**src/rtl/bfp_pkg.sv**
```systemverilog
// Shared types for the block floating point normalizer.
// Assumes: nothing beyond the two pass phases of the top module.
package bfp_pkg;

    // Phase of the normalizer: collecting a group or emitting it.
    typedef enum logic {
        PH_FILL  = 1'b0,
        PH_DRAIN = 1'b1
    } phase_t;

endpackage

```
**src/rtl/bfp_sign_count.sv**
```systemverilog
// Counts the redundant sign bits of a two's complement word: the run of bits
// directly below the MSB that equal the MSB. Purely combinational.
// Assumes MANT_W >= 2; result ranges 0 .. MANT_W-1.
module bfp_sign_count #(
    parameter int MANT_W = 16,
    parameter int CNT_W  = 4
) (
    input  logic [MANT_W-1:0] mant,
    output logic [CNT_W-1:0]  count
);

    // Walk from MSB-1 downward while the bits match the sign.
    always_comb begin
        logic run;
        count = '0;
        run   = 1'b1;
        for (int i = MANT_W - 2; i >= 0; i--) begin
            if (run && (mant[i] == mant[MANT_W-1])) begin
                count = count + CNT_W'(1);
            end else begin
                run = 1'b0;
            end
        end
    end

endmodule

```
**src/rtl/bfp_block_store.sv**
```systemverilog
// Register array holding one group of mantissas between the two passes.
// One write port, one combinational read port. Data words carry no reset;
// they are always written before they are read.
module bfp_block_store #(
    parameter int MANT_W = 16,
    parameter int DEPTH  = 16,
    parameter int IDX_W  = 4
) (
    input  logic              clk,
    input  logic              wr_en,
    input  logic [IDX_W-1:0]  wr_idx,
    input  logic [MANT_W-1:0] wr_data,
    input  logic [IDX_W-1:0]  rd_idx,
    output logic [MANT_W-1:0] rd_data
);

    logic [MANT_W-1:0] mem [DEPTH];

    // Capture an incoming element into its slot.
    always_ff @(posedge clk) begin
        if (wr_en) begin
            mem[wr_idx] <= wr_data;
        end
    end

    // Present the element selected by the read index.
    always_comb begin
        rd_data = mem[rd_idx];
    end

endmodule

```
**src/rtl/bfp_barrel.sv**
```systemverilog
// Logarithmic left shifter: stage k moves the word by 2**k when amount[k]
// is set, filling zeros from the LSB. Assumes the caller keeps the amount
// within the headroom, so no significant bit is lost off the top.
module bfp_barrel #(
    parameter int MANT_W = 16,
    parameter int SH_W   = 4
) (
    input  logic [MANT_W-1:0] din,
    input  logic [SH_W-1:0]   amount,
    output logic [MANT_W-1:0] dout
);

    logic [MANT_W-1:0] stage [SH_W+1];

    assign stage[0] = din;

    for (genvar k = 0; k < SH_W; k++) begin : g_stage
        // One conditional power-of-two shift per bit of the amount.
        always_comb begin
            stage[k+1] = amount[k] ? (stage[k] << (2 ** k)) : stage[k];
        end
    end

    assign dout = stage[SH_W];

endmodule

```
**src/rtl/bfp_scale_ctrl.sv**
```systemverilog
// Turns the group's headroom into the applied shift and the new exponent.
// An all-zero group gets a shift of 0. A shift larger than the exponent is
// limited to the exponent, so the exponent stops at 0 instead of wrapping.
module bfp_scale_ctrl #(
    parameter int EXP_W = 4,
    parameter int SH_W  = 4
) (
    input  logic [SH_W-1:0]  min_cls,
    input  logic             nonzero,
    input  logic [EXP_W-1:0] base_exp,
    output logic [SH_W-1:0]  shift,
    output logic [EXP_W-1:0] new_exp
);

    localparam int CW = ((EXP_W > SH_W) ? EXP_W : SH_W) + 1;

    logic [CW-1:0] want;
    logic [CW-1:0] have;
    logic [CW-1:0] used;

    // Pick the shift: none for zeros, otherwise headroom limited by exponent.
    always_comb begin
        want = nonzero ? CW'(min_cls) : '0;
        have = CW'(base_exp);
        used = (want > have) ? have : want;
        shift   = SH_W'(used);
        new_exp = EXP_W'(have - used);
    end

endmodule

```
**src/rtl/bfp_normalizer.sv**
```systemverilog
// Block floating point normalizer. Input pass: accepts a group of two's
// complement mantissas, stores them and tracks the smallest redundant sign
// count. Output pass: replays the group shifted by one common amount with
// the reduced shared exponent. The group exponent comes from the first beat.
// Assumes MAX_LEN >= 2 and MANT_W >= 2.
module bfp_normalizer #(
    parameter int MANT_W  = 16,
    parameter int EXP_W   = 4,
    parameter int MAX_LEN = 16
) (
    input  logic              clk,
    input  logic              rst_n,
    input  logic              in_valid,
    output logic              in_ready,
    input  logic [MANT_W-1:0] in_mant,
    input  logic [EXP_W-1:0]  in_exp,
    input  logic              in_last,
    output logic              out_valid,
    input  logic              out_ready,
    output logic [MANT_W-1:0] out_mant,
    output logic [EXP_W-1:0]  out_exp,
    output logic              out_last
);

    import bfp_pkg::*;

    localparam int IDX_W = (MAX_LEN > 1) ? $clog2(MAX_LEN) : 1;
    localparam int SH_W  = (MANT_W > 1) ? $clog2(MANT_W) : 1;
    localparam logic [IDX_W-1:0] LAST_SLOT = IDX_W'(MAX_LEN - 1);

    phase_t            phase_q;
    logic [IDX_W-1:0]  wr_idx_q;
    logic [IDX_W-1:0]  rd_idx_q;
    logic [IDX_W-1:0]  end_idx_q;
    logic [SH_W-1:0]   min_cls_q;
    logic              nz_q;
    logic [EXP_W-1:0]  base_exp_q;
    logic [SH_W-1:0]   shift_q;
    logic [EXP_W-1:0]  exp_out_q;

    logic              accept;
    logic              emit;
    logic              first_beat;
    logic              closing;
    logic [SH_W-1:0]   cls_in;
    logic [SH_W-1:0]   min_cls_nx;
    logic              nz_nx;
    logic [EXP_W-1:0]  base_exp_nx;
    logic [SH_W-1:0]   shift_nx;
    logic [EXP_W-1:0]  exp_nx;
    logic [MANT_W-1:0] rd_mant;

    assign in_ready   = (phase_q == PH_FILL);
    assign out_valid  = (phase_q == PH_DRAIN);
    assign accept     = in_valid && in_ready;
    assign emit       = out_valid && out_ready;
    assign first_beat = (wr_idx_q == '0);
    assign closing    = accept && (in_last || (wr_idx_q == LAST_SLOT));

    bfp_sign_count #(
        .MANT_W (MANT_W),
        .CNT_W  (SH_W)
    ) u_cls (
        .mant  (in_mant),
        .count (cls_in)
    );

    // Fold the arriving element into the running group statistics.
    always_comb begin
        if (first_beat) begin
            min_cls_nx  = cls_in;
            nz_nx       = (in_mant != '0);
            base_exp_nx = in_exp;
        end else begin
            min_cls_nx  = (cls_in < min_cls_q) ? cls_in : min_cls_q;
            nz_nx       = nz_q || (in_mant != '0);
            base_exp_nx = base_exp_q;
        end
    end

    bfp_scale_ctrl #(
        .EXP_W (EXP_W),
        .SH_W  (SH_W)
    ) u_ctrl (
        .min_cls  (min_cls_nx),
        .nonzero  (nz_nx),
        .base_exp (base_exp_nx),
        .shift    (shift_nx),
        .new_exp  (exp_nx)
    );

    bfp_block_store #(
        .MANT_W (MANT_W),
        .DEPTH  (MAX_LEN),
        .IDX_W  (IDX_W)
    ) u_store (
        .clk     (clk),
        .wr_en   (accept),
        .wr_idx  (wr_idx_q),
        .wr_data (in_mant),
        .rd_idx  (rd_idx_q),
        .rd_data (rd_mant)
    );

    // Phase sequencing and write/read indices.
    always_ff @(posedge clk) begin
        if (!rst_n) begin
            phase_q   <= PH_FILL;
            wr_idx_q  <= '0;
            rd_idx_q  <= '0;
            end_idx_q <= '0;
        end else if (phase_q == PH_FILL) begin
            if (closing) begin
                phase_q   <= PH_DRAIN;
                end_idx_q <= wr_idx_q;
                wr_idx_q  <= '0;
                rd_idx_q  <= '0;
            end else if (accept) begin
                wr_idx_q <= wr_idx_q + IDX_W'(1);
            end
        end else if (emit) begin
            if (rd_idx_q == end_idx_q) begin
                phase_q  <= PH_FILL;
                rd_idx_q <= '0;
            end else begin
                rd_idx_q <= rd_idx_q + IDX_W'(1);
            end
        end
    end

    // Group statistics and the frozen scaling for the output pass.
    always_ff @(posedge clk) begin
        if (!rst_n) begin
            min_cls_q  <= '0;
            nz_q       <= 1'b0;
            base_exp_q <= '0;
            shift_q    <= '0;
            exp_out_q  <= '0;
        end else if (accept) begin
            min_cls_q  <= min_cls_nx;
            nz_q       <= nz_nx;
            base_exp_q <= base_exp_nx;
            if (closing) begin
                shift_q   <= shift_nx;
                exp_out_q <= exp_nx;
            end
        end
    end

    bfp_barrel #(
        .MANT_W (MANT_W),
        .SH_W   (SH_W)
    ) u_shift (
        .din    (rd_mant),
        .amount (shift_q),
        .dout   (out_mant)
    );

    assign out_exp  = exp_out_q;
    assign out_last = out_valid && (rd_idx_q == end_idx_q);

endmodule

```
**config.mk**
```make
export PLATFORM = sky130hd
export DESIGN_NAME = bfp_normalizer
export DESIGN_NICKNAME = d
export VERILOG_FILES = /design/src/rtl/bfp_pkg.sv /design/src/rtl/bfp_sign_count.sv /design/src/rtl/bfp_block_store.sv /design/src/rtl/bfp_barrel.sv /design/src/rtl/bfp_scale_ctrl.sv /design/src/rtl/bfp_normalizer.sv
export SDC_FILE = /design/constraint.sdc
export NUM_CORES = 1
export LEC_CHECK = 0
export ABC_AREA = 1
export BUFFER_PORTS_ARGS = -buffer_cell sky130_fd_sc_hd__buf_2
export CAP_MARGIN = 20
export CORE_UTILIZATION = 45
export DETAILED_ROUTE_END_ITERATION = 8
export GPL_TIMING_DRIVEN = 0
export PLACE_DENSITY = 0.71
export SKIP_LAST_GASP = 1
export SLEW_MARGIN = 20
export SYNTH_ARGS = -nofsm -noshare
export SYNTH_HDL_FRONTEND = slang
export SYNTH_SLANG_ARGS = --single-unit
```
**constraint.sdc**
```tcl
create_clock -name clk -period 9.39 [get_ports clk]
set_input_delay 1.878 -clock clk [delete_from_list [all_inputs] [get_ports clk]]
set_output_delay 1.878 -clock clk [all_outputs]
set_load 0.05 [all_outputs]
```
==> impl_metrics.toml <==
[status]
run_status = "completed"

[grt]
grt_use_total = 0.233
grt_start_max_net_pins = 22
antenna_found_initial = 1
grt_pass1_wl_um = 55400
grt.overflow.total = 0
grt_pass1_vias = 9888

[critical_path]
reg2regPathDepth = 20
crit_type = "in2reg"
crit_path_start = "in_mant[14]"
reg2reg_slack_ps = 5700
crit_path_end = "out_exp[1]"
critPathArrivalTime_ps = 9520
cpPeakStageDelay_ps = 430
r2r-end = "out_exp[1]"
worstPathMaxFanout = 11
r2r_start = "wr_idx_q[1]"
crit_top_cell = "ha_1"
start_kind = "input port"
slowest_stage = "fa_1"
critPathCaptureType = "register"
cp.required_ps = 9830

[detailed_routing]
drt_drc_violations_left = 0
firstDrtPassIters = 5
first_iter_violations = 1058
route.antenna.remaining_nets = 0
wl_per_cell_um = 20.0
routed_wl_um = 36500
vias = 10300
viasPerCell = 5.67

[logic_synthesis]
synth_seq_cells = 290
synthCells = 1315
synth_nets = 1370
synth.distinct_cells = 46
syn-cell-area_mm2 = 0.0139
avgSynthCellArea_um2 = 10.5
ys_seq_area_frac = 0.603
yosysWarnings = 0

[timing]
max_freq_mhz = 110
post-route-period-util = 0.968
slew_headroom = 0.439
drv_slew = 0
tns_ps = 0
hold_viol_final = 0
fin_skew_ps = 11.5
fin_crit_ps = 9090
setup_violations = 0
worst_pin_slew_ps = 842

[layout]
drive_above_1_share = 0.132
layout_commonest_cell = "edfxtp_1"
final_cell_mix = "edfxtp_1, nand2_1, inv_1"
fin_cells = 1821
num_antenna_cells = 0
stdcell_area_mm2 = 0.0160
syn2layout_area_growth_pct = 15.5
final_nets = 1467

[flow_run]
cap_violations = 0

[floorplan]
dieArea_mm2 = 0.0315
core-area_mm2 = 0.0300
chipWidth_um = 178
initial_utilization = 0.463
rows = 63
ios = 48
die_h_um = 178

[power]
leakagePower_uw = 0.00610
powerDensity_mw_per_mm2 = 204
ir_worst_vdd_uv = 130
report.power.total_uw = 3270

[place]
port_buffers = 47
dp_hpwl_um = 24100
place_area_mm2 = 0.0149
gp_congestion = 0.844
place_inst = 1761

[cts]
cts_tree = "yes"
clk_pin_slew_worst_paths_ps = 60
clk_latency_ps = 550
cts_num_sinks = 290
cts.hold.buffers_added = 0
htreeDepth = 1
cts.path.max_buffers = 3
clock-root-buffer = "clkbuf_16"
cts_buffers = 28

[worst_hold_path]
min_path_type = "reg2reg"
==> area by class of cell <==
type / instances / area [um2]
buffer: 59 / 228
tap: 390 / 488
inverter: 176 / 673
timing repair buffer: 68 / 526
fill: 2522 / 13900
multi-input combinational: 789 / 4800
clock buffer: 37 / 786
clock inverter: 12 / 151
sequential: 290 / 8370
==> worst min-delay path by stage <==
stage,start,endpoint,depth (start not counted)
3_5_place_dp,out_exp[0],out_exp[0],2
3_3_place_gp,out_exp[3],out_exp[3],2
4_1_cts,out_exp[0],out_exp[0],2
5_1_grt,out_exp[0],out_exp[0],2
2_1_floorplan,end_idx_q[1],end_idx_q[1],2
6_report,out_exp[0],out_exp[0],2
==> cells in the mapped netlist, drive strengths merged <==
master | n | area, um2
nand4 | 8 | 56.3
o21ai | 140 | 704
clkinv | 2 | 8.75
dfxtp | 34 | 681
a21oi | 87 | 435
a211oi | 2 | 15.0
and3 | 1 | 6.26
nand3b | 1 | 7.51
xnor2 | 8 | 70.1
buf | 16 | 73.8
clkbuf | 44 | 165
a221oi | 2 | 17.5
nand3 | 70 | 373
a31oi | 9 | 56.3
or2 | 5 | 33.8
xor2 | 7 | 61.3
nor3b | 2 | 15.0
edfxtp | 256 | 7690
inv | 174 | 661
nand2 | 206 | 828
a21boi | 1 | 7.51
nor4 | 2 | 12.5
o211ai | 69 | 518
fa | 1 | 20.0
ha | 29 | 363
mux2i | 65 | 651
nor3 | 5 | 25.0
a22o | 1 | 8.76
nor2 | 68 | 307
==> what timing repair did <==
| action | CTS | global route |
|---|---|---|
| resized for setup | 14 | 25 |
| pin swaps | 3 | 23 |
| buffers inserted | 3 | 9 |
| endpoints found under the setup margin | 3 | 4 |
==> state kept, by name (all words and copies together), names as in the netlist, 4 cells and up, named ones only <==
signal / count
end_idx_q: 4
shift_q: 4
base_exp_q: 4
out_exp: 4
min_cls_q: 4
wr_idx_q: 4
rd_idx_q: 4
u_store.mem: 256
==> metal layers <==
metal  routed length (um)  GRT usage  vias to the layer above
met5                   10          0                        -
met4                 1200     0.0848                        2
met3                 2610     0.0306                       81
met2                17600      0.392                      448
met1                15000      0.309                     5000
li1                     -          -                     4800
==> stage by stage <==
stage | utilization | setup slack [ps] | hold slack [ps]
floorplan | - | 62.6 | 449
global placement | 0.488 | -834 | 437
detailed placement | 0.496 | -1060 | 444
CTS | 0.530 | 16.2 | 459
global route | 0.535 | -114 | 478
finish | 0.535 | 305 | 457
==> report_power, final <==
part           switching [uW]  internal [uW]
logic                     486            203
registers                10.8           1430
clock network             470            670
total                     967           2300
==> logic make-up after synthesis <==
kind of cell	after synthesis	share of synthesized area
simple gates	368	0.120
fa+ha+maj	30	0.0276
compound gates	311	0.127
xor+xnor	15	0.00947
flops	290	0.603
mux	65	0.0469
buf+inv	236	0.0655
==> worst max-delay path: cells and delay by family <==
family | cells | cell delay, ps
AO/OA/AOI/OAI | 11 | 1270
adder cells (fa/ha/maj) | 12 | 3470
buffers and inverters | 9 | 630
AND/OR/NAND/NOR | 19 | 2250
Note: power is estimated with default switching activity, not from simulation.
